**src/rtl/flow_pkg.sv**
```systemverilog
package flow_pkg;
    localparam int unsigned CW = 8;

    localparam int unsigned IDX_ON1  = 0;
    localparam int unsigned IDX_ON2  = 1;
    localparam int unsigned IDX_OFF1 = 2;
    localparam int unsigned IDX_OFF2 = 3;
    localparam int unsigned NREG     = 4;
    localparam logic [2:0]  ADDR_MODE = 3'd4;

    typedef struct packed {
        logic special;
        logic any;
        logic pair;
        logic en;
    } mode_t;

    typedef struct packed {
        logic          susp;
        logic          hold;
        logic          flag;
        logic          pend;
        logic [CW-1:0] pend_data;
        logic          we0;
        logic [CW-1:0] d0;
        logic          we1;
        logic [CW-1:0] d1;
    } ctrl_t;
endpackage

```
**src/rtl/flow_regs.sv**
```systemverilog
module flow_regs
    import flow_pkg::*;
(
    input  logic                     clk,
    input  logic                     rst_n,
    input  logic                     cfg_we,
    input  logic [2:0]               cfg_addr,
    input  logic [CW-1:0]            cfg_wdata,
    output logic [NREG-1:0][CW-1:0]  xreg,
    output mode_t                    mode
);
    logic [NREG-1:0][CW-1:0] xreg_d, xreg_q;
    mode_t                   mode_d, mode_q;

    always_comb begin
        xreg_d = xreg_q;
        mode_d = mode_q;
        if (cfg_we) begin
            if (cfg_addr == ADDR_MODE) begin
                mode_d = mode_t'(cfg_wdata[3:0]);
            end else if (int'(cfg_addr) < NREG) begin
                xreg_d[cfg_addr[1:0]] = cfg_wdata;
            end
        end
    end

    always_ff @(posedge clk) begin
        if (!rst_n) begin
            xreg_q <= '0;
            mode_q <= '0;
        end else begin
            xreg_q <= xreg_d;
            mode_q <= mode_d;
        end
    end

    assign xreg = xreg_q;
    assign mode = mode_q;
endmodule

```
**src/rtl/flow_cmp.sv**
```systemverilog
module flow_cmp
    import flow_pkg::*;
(
    input  logic [CW-1:0]            rx_data,
    input  logic [1:0]               wlen,
    input  logic [NREG-1:0][CW-1:0]  xreg,
    output logic [NREG-1:0]          hit
);
    localparam int unsigned MIN_BITS = 5;

    logic [CW-1:0] mask;
    assign mask = ~({CW{1'b1}} << (4'(wlen) + 4'(MIN_BITS)));

    for (genvar i = 0; i < NREG; i++) begin : g_cmp
        assign hit[i] = ((rx_data ^ xreg[i]) & mask) == '0;
    end
endmodule

```
**src/rtl/flow_ctrl.sv**
```systemverilog
module flow_ctrl
    import flow_pkg::*;
(
    input  logic            clk,
    input  logic            rst_n,
    input  mode_t           mode,
    input  logic [NREG-1:0] hit,
    input  logic            rx_valid,
    input  logic [CW-1:0]   rx_data,
    input  logic            tx_boundary,
    input  logic            status_clr,
    output ctrl_t           st
);
    ctrl_t st_d, st_q;
    logic  first_hit, second_hit;

    assign first_hit  = st_q.susp ? hit[IDX_ON1] : hit[IDX_OFF1];
    assign second_hit = st_q.susp ? hit[IDX_ON2] : hit[IDX_OFF2];

    always_comb begin
        st_d     = st_q;
        st_d.we0 = 1'b0;
        st_d.we1 = 1'b0;
        if (status_clr) st_d.flag = 1'b0;

        if (rx_valid) begin
            if (mode.en) begin
                if (st_q.susp && mode.any) begin
                    st_d.susp = 1'b0;
                    st_d.flag = 1'b0;
                    st_d.pend = 1'b0;
                    st_d.we0  = 1'b1;
                    st_d.d0   = rx_data;
                end else if (!mode.pair) begin
                    st_d.pend = 1'b0;
                    if (first_hit) begin
                        st_d.susp = !st_q.susp;
                        st_d.flag = !st_q.susp;
                    end else begin
                        st_d.we0 = 1'b1;
                        st_d.d0  = rx_data;
                    end
                end else if (st_q.pend) begin
                    if (second_hit) begin
                        st_d.susp = !st_q.susp;
                        st_d.flag = !st_q.susp;
                        st_d.pend = 1'b0;
                    end else begin
                        st_d.we0 = 1'b1;
                        st_d.d0  = st_q.pend_data;
                        if (first_hit) begin
                            st_d.pend_data = rx_data;
                        end else begin
                            st_d.we1  = 1'b1;
                            st_d.d1   = rx_data;
                            st_d.pend = 1'b0;
                        end
                    end
                end else if (first_hit) begin
                    st_d.pend      = 1'b1;
                    st_d.pend_data = rx_data;
                end else begin
                    st_d.we0 = 1'b1;
                    st_d.d0  = rx_data;
                end
            end else begin
                st_d.pend = 1'b0;
                st_d.we0  = 1'b1;
                st_d.d0   = rx_data;
                if (mode.special && hit[IDX_OFF2]) st_d.flag = 1'b1;
            end
        end

        if (tx_boundary) st_d.hold = st_d.susp;
    end

    always_ff @(posedge clk) begin
        if (!rst_n) st_q <= '0;
        else        st_q <= st_d;
    end

    assign st = st_q;
endmodule

```
**src/rtl/xonxoff_flow_detect.sv**
```systemverilog
module xonxoff_flow_detect
    import flow_pkg::*;
(
    input  logic          clk,
    input  logic          rst_n,
    input  logic          cfg_we,
    input  logic [2:0]    cfg_addr,
    input  logic [7:0]    cfg_wdata,
    input  logic [1:0]    wlen,
    input  logic          rx_valid,
    input  logic [7:0]    rx_data,
    input  logic          tx_boundary,
    input  logic          status_clr,
    input  logic          irq_en,
    output logic          tx_hold,
    output logic          flow_flag,
    output logic          irq,
    output logic          wr_en0,
    output logic [7:0]    wr_data0,
    output logic          wr_en1,
    output logic [7:0]    wr_data1
);
    logic [NREG-1:0][CW-1:0] xreg;
    mode_t                   mode;
    logic [NREG-1:0]         hit;
    ctrl_t                   st;

    flow_regs u_regs (
        .clk       (clk),
        .rst_n     (rst_n),
        .cfg_we    (cfg_we),
        .cfg_addr  (cfg_addr),
        .cfg_wdata (cfg_wdata),
        .xreg      (xreg),
        .mode      (mode)
    );

    flow_cmp u_cmp (
        .rx_data (rx_data),
        .wlen    (wlen),
        .xreg    (xreg),
        .hit     (hit)
    );

    flow_ctrl u_ctrl (
        .clk         (clk),
        .rst_n       (rst_n),
        .mode        (mode),
        .hit         (hit),
        .rx_valid    (rx_valid),
        .rx_data     (rx_data),
        .tx_boundary (tx_boundary),
        .status_clr  (status_clr),
        .st          (st)
    );

    assign tx_hold   = st.hold;
    assign flow_flag = st.flag;
    assign irq       = st.flag & irq_en;
    assign wr_en0    = st.we0;
    assign wr_data0  = st.d0;
    assign wr_en1    = st.we1;
    assign wr_data1  = st.d1;
endmodule

```
**config.mk**
```make
export PLATFORM = sky130hd
export DESIGN_NAME = xonxoff_flow_detect
export DESIGN_NICKNAME = d
export VERILOG_FILES = /design/src/rtl/flow_pkg.sv /design/src/rtl/flow_regs.sv /design/src/rtl/flow_cmp.sv /design/src/rtl/flow_ctrl.sv /design/src/rtl/xonxoff_flow_detect.sv
export SDC_FILE = /design/constraint.sdc
export NUM_CORES = 1
export LEC_CHECK = 0
export ABC_AREA = 1
export BUFFER_PORTS_ARGS = -buffer_cell sky130_fd_sc_hd__buf_2
export CORE_MARGIN = 10
export CORE_UTILIZATION = 35
export CTS_CLUSTER_DIAMETER = 40
export DETAILED_ROUTE_END_ITERATION = 8
export GPL_TIMING_DRIVEN = 0
export SETUP_SLACK_MARGIN = 0.02
export SYNTH_ARGS = -nofsm -noshare
export SYNTH_HDL_FRONTEND = slang
export SYNTH_HIERARCHICAL = 1
export SYNTH_SLANG_ARGS = --single-unit
```
**constraint.sdc**
```tcl
create_clock -name clk -period 3.15 [get_ports clk]
set_input_delay 0.63 -clock clk [delete_from_list [all_inputs] [get_ports clk]]
set_output_delay 0.63 -clock clk [all_outputs]
set_load 0.05 [all_outputs]
```
==> results.txt <==
----------------------------------------------------
[Outcome]
  Run status ... completed

[Global routing]
  Largest net degree at the start of global routing ... 11
  Vias in the first global route ... 3,614
  Overflow left after global routing ... 0
  Global-route wire length before repair ... 16,500 um
  Initial antenna violation count ... 0
  Combined global-route utilization of all metal layers ... 13.5%

[Route]
  Number of routed nets with antenna violations ... 0
  Number of vias per cell ... 4.64
  Wire length per cell ... 12.5 um
  DR DRC count ... 0
  Count of vias placed by the detailed router ... 3,663
  Iteration-0 DRC Markers ... 214
  Final wirelength ... 9850 um
  DR pass1 iterations ... 5

[Setup path]
  Endpoint class of the critical path ... flip-flop
  Worst-case reg-to-reg path depth ... 14
  Crit Path Max Fanout ... 7
  Required time of the worst setup path ... 3.42 ns
  Kind of start point of the critical path ... primary input
  Type of the worst setup path ... primary input to flip-flop
  Arr. time, crit path ... 2.39 ns

[Min path]
  Worst hold path cell count ... 2
  Worst min-delay path class ... flip-flop to flip-flop

[Pwr]
  Pwr per Cell Area ... 440 mW/mm2
  Leakage Power ... 2.12 nW
  Maximum vdd ir drop ... 0.291 mV

[Timing]
  Final Setup Violations ... 0
  Transition at the pin with the smallest max-transition slack ... 0.573 ns
  Final worst path period share ... 67.3%
  Peak Freq ... 472 MHz
  Total negative setup slack ... 0 ns
  Final clock skew ... 0.00727 ns
  Worst slack on hold paths ... 0.474 ns
  Slew HR ... 61.8%
  Setup repair after global routing missed its margin ... no
  Count of endpoints failing hold in the final timing report ... 0
  Final-report max-slew violation count ... 0
  Time the worst path needs with I/O delays and setup ... 2.12 ns

[Floorplanning]
  Core ar. ... 0.0103 mm2
  Die Y ... 123 um
  Number of placement rows ... 37
  Floorplan die width ... 123 um
  Total Die Area ... 0.0150 mm2
  I/O pin cnt ... 49
  Initial core utilization ... 35.8%

[Yosys]
  Async set or reset register ratio after synthesis ... 0%
  Number of distinct library cells after synthesis ... 24
  Sequential cell area fraction in the yosys report ... 35.9%
  Synth Warn # ... 6
  Most frequent cell after synthesis ... sky130_fd_sc_hd__nand2_1
  Mean instance size in the synthesized netlist ... 6.21 um2
  Synthesized Nets ... 620
  Cell accounting for the most synthesized area ... sky130_fd_sc_hd__dfxtp_1
  Synth Instances ... 592
  Yosys reg bits ... 66
  Leading cell types by total area after synthesis ... sky130_fd_sc_hd__dfxtp_1, sky130_fd_sc_hd__nand2_1, sky130_fd_sc_hd__nor2_1, sky130_fd_sc_hd__nand3_1, sky130_fd_sc_hd__inv_1
  Top-area cell type share of the netlist area ... 35.9%
  Most used standard cells in the synthesized netlist ... sky130_fd_sc_hd__nand2_1, sky130_fd_sc_hd__nor2_1, sky130_fd_sc_hd__inv_1
  Synth Flop Type ... sky130_fd_sc_hd__dfxtp_1
  Syn Std Cell Area ... 0.00368 mm2
  Number of enable-type register cells in the synthesized netlist ... 0

[CTS]
  Clock root buffer ... sky130_fd_sc_hd__clkbuf_8
  Number of post-CTS setup repair buffers ... 0
  Number of buffers inserted for hold repair after clock tree synthesis ... 0
  Number of buffers on the longest clock path ... 2
  CTS-repair resized insts ... 0
  Depth of the CTS H-tree ... 3
  Skew-Pair Late Insertion Delay ... 0.34 ns
  Clock buffer count from CTS ... 9
  CTS clock-pin slew for the worst setup and hold paths ... 0.07 ns
  CTS tree ... yes
  Number of clock sinks seen by CTS ... 66

[Final layout]
  Number of nets in the layout ... 678
  Layout cells sized above 1 ... 15.4%
  Area added between synthesis and finish ... 16.6%
  Diode insertion count for antenna repair ... 0

[Job]
  Max-cap check violation count ... 0

[Placed design]
  Count of buffers inserted at the top-level ports ... 47
  Routability congestion estimate ... 0.876
  DPL Wire Length ... 7590 um

----------------------------------------------------
## cells by family (layout without fill, tap and decap cells)
kind of cell	after synthesis	after routing	share of synthesized area, %
flops	66	66	35.9
simple gates	369	369	42.4
compound gates	40	40	5.48
buf+inv	97	159	11.5
xor+xnor	20	20	4.76
## final timing paths
path,slack (ns),startpoint,to
setup / recovery,1.03,rx_data[2],u_ctrl/st[15]$_SDFFE_PN0P_
hold / removal,0.47,u_ctrl/st[16]$_SDFFE_PN0P_,u_ctrl/st[16]$_SDFFE_PN0P_
hold reg to reg,0.47,u_ctrl/st[16]$_SDFFE_PN0P_,u_ctrl/st[16]$_SDFFE_PN0P_
setup reg to reg,1.18,u_regs/xreg[21]$_SDFFE_PN0P_,u_ctrl/st[15]$_SDFFE_PN0P_
## placed cells by master, fill, tap and decap left out, drive strengths merged
cell type,Yosys,routed
o21ai,8,8
dfxtp,66,66
xor2,16,16
a21oi,31,31
xnor2,4,4
nand3,60,60
inv,79,79
nand2,196,196
a31oi,1,1
nor2,110,110
nand4,1,1
clkinv,0,1
nor3,2,2
buf,16,63
bufinv,0,1
clkbuf,2,15
## stage by stage
stage	instances	util [%]	cell area [um2]	worst slack, ns	total power (W)
finish	790	41.7	4290	1.03	0.00189
global route	790	41.7	4290	0.823	0.00198
CTS	790	41.7	4290	1.09	0.00191
detailed placement	775	39.7	4080	0.723	0.00117
global placement	775	39.7	4080	0.756	0.00116
floorplan	592	-	3680	1.21	0.00108
## layer usage
metal / global-route usage [%] / wire, um
met5: 0 / 0
met4: 5.30 / 170
met3: 3.54 / 521
met2: 22.4 / 4520
met1: 16.4 / 4630
## critical path: stages
cell and delay, ns:
sky130_fd_sc_hd__buf_2 0.18, sky130_fd_sc_hd__xor2_1 0.16, sky130_fd_sc_hd__nor2_1 0.12, sky130_fd_sc_hd__nand2_1 0.11
sky130_fd_sc_hd__nor2_1 0.12, sky130_fd_sc_hd__inv_1 0.05, sky130_fd_sc_hd__nand2_2 0.06, sky130_fd_sc_hd__nand2_2 0.10
sky130_fd_sc_hd__nor2_1 0.45, sky130_fd_sc_hd__nand2_1 0.10, sky130_fd_sc_hd__nand2_1 0.09, sky130_fd_sc_hd__nand2_1 0.05
sky130_fd_sc_hd__a21oi_1 0.15
## power breakdown
group | switching, W | total (W) | internal [W]
clock network | 0.000314 | 0.000740 | 0.000426
logic | 0.000182 | 0.000268 | 0.0000861
registers | 0.0000189 | 0.000878 | 0.000859
## registers in the layout, indices dropped and copies added, names as in the netlist
register,count
u_regs/mode,4
u_ctrl/st,30
u_regs/xreg,32
## final cells by class
cell class / count / area, um2
fillers: 1138 / 5990
multi-input cells: 429 / 1940
flip-flops and latches: 66 / 1320
inverters: 79 / 299
repair buffers: 47 / 235
well taps: 136 / 170
clock buffers: 13 / 169
plain buffers: 18 / 123
clock inverters: 2 / 35.0
Power figures use the tool's default switching activity.
